===== src/rtl/vol_pkg.sv =====
package vol_pkg;
    // Relation between a channel's coarse gain bits and its effective target
    typedef enum logic [1:0] {
        G_HOLD = 2'd0,
        G_RISE = 2'd1,
        G_FALL = 2'd2,
        G_ZERO = 2'd3
    } ramp_state_e;
endpackage


===== src/rtl/vol_gain_ramp.sv =====
module vol_gain_ramp
    import vol_pkg::*;
#(
    parameter int GAIN_W = 14,
    parameter int FAST_W = 4
) (
    input  logic              clk,
    input  logic              rst_n,
    input  logic              step_en,
    input  logic [GAIN_W-1:0] target,
    output logic [GAIN_W-1:0] gain_q,
    output logic              at_zero
);
    localparam int SLOW_W = GAIN_W - FAST_W;

    ramp_state_e state_q;
    ramp_state_e dir_now;
    ramp_state_e state_after;
    logic [SLOW_W-1:0] cur_hi;
    logic [SLOW_W-1:0] tgt_hi;
    logic [SLOW_W-1:0] hi_next;

    assign cur_hi = gain_q[GAIN_W-1:FAST_W];
    assign tgt_hi = target[GAIN_W-1:FAST_W];

    // Direction for the coming step, from the present gain and target
    always_comb begin
        if (cur_hi < tgt_hi)
            dir_now = G_RISE;
        else if (cur_hi > tgt_hi)
            dir_now = G_FALL;
        else if ((cur_hi == '0) && (target == '0))
            dir_now = G_ZERO;
        else
            dir_now = G_HOLD;
    end

    // Coarse step and the state reached after it
    always_comb begin
        hi_next = cur_hi;
        unique case (dir_now)
            G_RISE:         hi_next = cur_hi + 1'b1;
            G_FALL:         hi_next = cur_hi - 1'b1;
            G_HOLD, G_ZERO: hi_next = cur_hi;
        endcase
        if (hi_next < tgt_hi)
            state_after = G_RISE;
        else if (hi_next > tgt_hi)
            state_after = G_FALL;
        else if ((hi_next == '0) && (target == '0))
            state_after = G_ZERO;
        else
            state_after = G_HOLD;
    end

    // State register
    always_ff @(posedge clk or negedge rst_n) begin
        if (!rst_n)
            state_q <= G_HOLD;
        else if (step_en)
            state_q <= state_after;
    end

    // Gain register: coarse bits slew, fine bits follow the target
    always_ff @(posedge clk or negedge rst_n) begin
        if (!rst_n)
            gain_q <= '1;
        else if (step_en)
            gain_q <= {hi_next, target[FAST_W-1:0]};
    end

    assign at_zero = (state_q == G_ZERO);
endmodule


===== src/rtl/vol_scaler.sv =====
module vol_scaler #(
    parameter int SAMPLE_W = 24,
    parameter int GAIN_W   = 14
) (
    input  logic [SAMPLE_W-1:0] sample,
    input  logic [GAIN_W-1:0]   gain,
    input  logic                force_zero,
    output logic [SAMPLE_W-1:0] scaled
);
    localparam int PROD_W = SAMPLE_W + GAIN_W + 1;

    logic signed [PROD_W-1:0] s_ext;
    logic signed [PROD_W-1:0] g_ext;
    logic signed [PROD_W-1:0] prod;
    logic signed [PROD_W-1:0] shifted;
    logic signed [PROD_W-1:0] max_v;
    logic signed [PROD_W-1:0] min_v;

    assign s_ext   = {{(GAIN_W+1){sample[SAMPLE_W-1]}}, sample};
    assign g_ext   = {{(SAMPLE_W+1){1'b0}}, gain};
    assign prod    = s_ext * g_ext;
    assign shifted = prod >>> GAIN_W;
    assign max_v   = {{(PROD_W-SAMPLE_W+1){1'b0}}, {(SAMPLE_W-1){1'b1}}};
    assign min_v   = ~max_v;

    always_comb begin
        if (force_zero)
            scaled = '0;
        else if (shifted > max_v)
            scaled = max_v[SAMPLE_W-1:0];
        else if (shifted < min_v)
            scaled = min_v[SAMPLE_W-1:0];
        else
            scaled = shifted[SAMPLE_W-1:0];
    end
endmodule


===== src/rtl/vol_ramp_top.sv =====
module vol_ramp_top #(
    parameter int SAMPLE_W = 24,
    parameter int GAIN_W   = 14,
    parameter int FAST_W   = 4
) (
    input  logic                clk,
    input  logic                rst_n,
    input  logic                smp_valid,
    input  logic [SAMPLE_W-1:0] left_in,
    input  logic [SAMPLE_W-1:0] right_in,
    input  logic                tgt_load,
    input  logic [GAIN_W-1:0]   tgt_left,
    input  logic [GAIN_W-1:0]   tgt_right,
    input  logic                mute_hw,
    input  logic                mute_sw,
    output logic                out_valid,
    output logic [SAMPLE_W-1:0] left_out,
    output logic [SAMPLE_W-1:0] right_out
);
    localparam int NCH = 2;

    logic [GAIN_W-1:0]   tgt_in   [NCH];
    logic [GAIN_W-1:0]   stored_q [NCH];
    logic [GAIN_W-1:0]   eff_tgt  [NCH];
    logic [GAIN_W-1:0]   gain_q   [NCH];
    logic                zero_st  [NCH];
    logic [SAMPLE_W-1:0] smp_in   [NCH];
    logic [SAMPLE_W-1:0] smp_q    [NCH];
    logic [SAMPLE_W-1:0] scaled   [NCH];
    logic [SAMPLE_W-1:0] out_q    [NCH];
    logic                mute_eff;
    logic                s1_valid;
    logic [GAIN_W-1:0]   gain_l;
    logic [GAIN_W-1:0]   gain_r;

    assign tgt_in[0] = tgt_left;
    assign tgt_in[1] = tgt_right;
    assign smp_in[0] = left_in;
    assign smp_in[1] = right_in;
    assign mute_eff  = mute_hw | mute_sw;

    for (genvar ch = 0; ch < NCH; ch++) begin : g_ch
        always_ff @(posedge clk or negedge rst_n) begin
            if (!rst_n)
                stored_q[ch] <= '1;
            else if (tgt_load)
                stored_q[ch] <= tgt_in[ch];
        end

        assign eff_tgt[ch] = mute_eff ? '0 : stored_q[ch];

        vol_gain_ramp #(
            .GAIN_W (GAIN_W),
            .FAST_W (FAST_W)
        ) u_ramp (
            .clk     (clk),
            .rst_n   (rst_n),
            .step_en (smp_valid),
            .target  (eff_tgt[ch]),
            .gain_q  (gain_q[ch]),
            .at_zero (zero_st[ch])
        );

        vol_scaler #(
            .SAMPLE_W (SAMPLE_W),
            .GAIN_W   (GAIN_W)
        ) u_scale (
            .sample     (smp_q[ch]),
            .gain       (gain_q[ch]),
            .force_zero (zero_st[ch]),
            .scaled     (scaled[ch])
        );

        always_ff @(posedge clk or negedge rst_n) begin
            if (!rst_n) begin
                smp_q[ch] <= '0;
                out_q[ch] <= '0;
            end else begin
                if (smp_valid)
                    smp_q[ch] <= smp_in[ch];
                if (s1_valid)
                    out_q[ch] <= scaled[ch];
            end
        end
    end

    always_ff @(posedge clk or negedge rst_n) begin
        if (!rst_n) begin
            s1_valid  <= 1'b0;
            out_valid <= 1'b0;
        end else begin
            s1_valid  <= smp_valid;
            out_valid <= s1_valid;
        end
    end

    assign left_out  = out_q[0];
    assign right_out = out_q[1];
    assign gain_l    = gain_q[0];
    assign gain_r    = gain_q[1];
endmodule


===== config.mk =====
export PLATFORM = sky130hd
export DESIGN_NAME = vol_ramp_top
export DESIGN_NICKNAME = d
export VERILOG_FILES = /design/src/rtl/vol_pkg.sv /design/src/rtl/vol_gain_ramp.sv /design/src/rtl/vol_scaler.sv /design/src/rtl/vol_ramp_top.sv
export SDC_FILE = /design/constraint.sdc
export NUM_CORES = 2
export LEC_CHECK = 0
export BUFFER_PORTS_ARGS = -buffer_cell sky130_fd_sc_hd__buf_2
export CAP_MARGIN = 5
export CORE_MARGIN = 10
export CORE_UTILIZATION = 49
export CTS_CLUSTER_DIAMETER = 80
export DETAILED_ROUTE_END_ITERATION = 7
export GPL_ROUTABILITY_DRIVEN = 1
export GPL_TIMING_DRIVEN = 0
export HOLD_SLACK_MARGIN = 0.06
export PLACE_DENSITY = 0.72
export RECOVER_POWER = 50
export SLEW_MARGIN = 20
export SYNTH_ARGS = -nofsm -noshare
export SYNTH_HDL_FRONTEND = slang
export SYNTH_HIERARCHICAL = 1
export SYNTH_SLANG_ARGS = --single-unit

===== constraint.sdc =====
create_clock -name clk -period 9.4 [get_ports clk]
set_input_delay 0 -clock clk [delete_from_list [all_inputs] [get_ports clk]]
set_output_delay 0 -clock clk [all_outputs]
set_load 0.1 [all_outputs]

==> reports/metrics.cfg <==
[synth]
synth.net_count = 4353
synth_fa_ha_area_share_pct = 46.9
ys_types = 93
synth-seq-cells = 158
synth_top_area_share_pct = 38.0
syn_avg_cell_area_um2 = 9.70
yosysTopAreaCell = fa_1
synthCells = 3409
synthXorXnorAreaFrac_pct = 1.98
synth-compound-area-share_pct = 7.52
synth_top_family_by_area = adder cells
synthTopCellsByArea = fa_1 38%, ha_1 8.9%, and2_1 7.9%
synthFlopType = dfrtp_1
synth_edf_count = 0
synth-simple-area-share_pct = 16.0
netlist_area_mm2 = 0.0331
async_flop_share_pct = 100
synthMuxAreaShare_pct = 5.66
yosys_warnings = 6
yosysSeqAreaShare_pct = 12.2

[floorplanning]
die_x_um = 280
die_area_mm2 = 0.0783
rows = 95
initial_utilization_pct = 49.3
core_mm2 = 0.0670
fp.dieH_um = 280
io_pins = 131

[sta]
final_max_slew_viol_count = 69
setup_tns_ps = 0
max_freq_mhz = 116
whs_ps = 132
timing.slew.headroom_pct = -187
setup_violations = 0
finalCriticalPeriod_ps = 8630
rsz0062_at_grt = no
tightest_slew_ps = 4300
period_share_pct = 91.8
hold_violations = 0
clock_skew_ps = 17.4
worst_slack_ps = 770

[global_route]
grt_pass1_wl_um = 151000
grtUsageTotal_pct = 24.8
grt_overflow = 0
grt_pass1_vias = 27400
grt_antenna_before_repair = 1
grt_max_degree = 91

[placed_design]
portBuffers = 127
hpwl_um = 74400
gp_congestion = 0.969
pre_cts_ws_ps = 1150

[routing]
via_per_inst = 5.50
wirelength_um = 92400
drt_iter0_drc = 1909
first_pass_iters = 6
routedWlPerCell_um = 20.3
num_vias = 25000
drtAntennaViolNets = 0
drc = 0

[flow_run]
max-cap-violations = 1

[critical_path]
worst_setup_path_start_kind = register
crit_path_frequent_cell = fa_1
crit_arrival_ps = 9010
critPathTopFamily = adder cells
crit_required_ps = 9790
cp.buffers_inverters = 5
path_max_fanout = 11
worstPathCellList = clkbuf_1 > nand2_1 > fa_1 > fa_1 > inv_1 > fa_1 > fa_1 > fa_1 > inv_1 > fa_1 > inv_1 > ha_1 > a21oi_1 > o21ai_0 > a311oi_1 > a211oi_1 > o31a_1 > a311oi_2 > a211o_2 > buf_6 > o31ai_2 > mux2_2
critical_path_class = register to register
cpPeakStageDelay_ps = 860
critPathCaptureType = register
slowest_stage = a311oi_1

[clock_network]
clk_pin_slew_ps = 80
htree_levels = 4
cts_tree = built
root_buffer = clkbuf_16
cts_setup_buffers = 0
cts.sinks = 158
clockBufferDepth = 2
insertion_delay_ps = 510
numCtsBuffers = 17

[layout]
final_common_cell = inv_1
fin_nets = 4606
fill_cells = 5922
fin_util_pct = 54.4
final_layout_size_suffix_gt1_share_pct = 12.1
final_cell_mix = 668 x inv_1, 628 x fa_1, 420 x and2_1
area_growth_pct = 10.3

[run_status]
status = finished, violations left
violations = capacitance limit, slew limit

[min_path]
hold_class = primary input to register

metrics by stage:
stage,cell area (um2),instances
finish,36500,4550
global placement,34800,4409
global route,36500,4549
floorplan,33100,3409
detailed placement,34800,4410
CTS,36500,4548
per-layer routing:
layer  GRT usage, %  wire [um]
met5              0          0
met4           11.3       4380
met3           5.12       6910
met2           41.0      44100
met1           30.8      37000
flip-flops by register name, indices dropped and copies added, names as in the netlist:
signal and flops:
out_valid 1, stored_q 28, right_out 24, g_ch.u_ramp/gain_q 28
smp_q 48, s1_valid 1, left_out 24, g_ch.u_ramp/state_q 4
cells in the mapped netlist (47+ instances only):
cell,count
a21oi_1,98
clkbuf_1,110
fa_1,628
nand2_1,322
ha_1,234
nor2_1,59
dfstp_2,56
xnor2_1,47
inv_1,668
dfrtp_1,102
and2_1,420
mux2_2,108
a21o_1,58
tightest hold or removal path, delay by kind of cell:
family / cells / cell delay, ps
mux: 1 / 280
buf+inv: 1 / 200
simple gates: 1 / 150
worst paths after layout:
path	end	slack, ps	from	cells past startpoint
setup / recovery	right_out[10]	770	g_ch[1].u_ramp/gain_q[8]	22
hold / removal	g_ch[0].u_ramp/gain_q[1]	130	mute_sw	3
setup reg to reg	right_out[10]	770	g_ch[1].u_ramp/gain_q[8]	22
hold reg to reg	right_out[23]	500	right_out[23]	1
max in group asynchronous	left_out[14]	5370	rst_n	2
min in group asynchronous	smp_q[18]	1570	rst_n	2
repair_timing:
action | 4_1_cts | 5_1_grt
hold endpoints to repair | 184 | 0
hold buffers | 106 | 0
resized for setup | 0 | 0
layout make-up:
cell class                 instances  area [um2]  area share [%]
sequential                       158        4020            11.0
timing repair buffer             234        1720            4.72
multi-input combinational       2435       25800            70.8
buffer                           148         722            1.98
clock buffer                      17         425            1.17
inverter                         668        2510            6.87
tap                              873        1090            2.99
antenna                            2        5.00          0.0137
clock inverter                    15         165           0.453
cell families (layout without fill, tap and decap cells):
group / Yosys count / in the layout
XOR/XNOR: 71 / 71
AND/OR/NAND/NOR: 986 / 986
multiplexers: 153 / 153
other: 0 / 2
buffers and inverters: 816 / 1082
AO/OA/AOI/OAI: 363 / 363
flip-flops: 158 / 158
adder cells (fa/ha/maj): 862 / 862
Power is left out: the tool's default activity adds up to more than one toggle a clock period on the data nets, which glitch-free logic cannot reach.
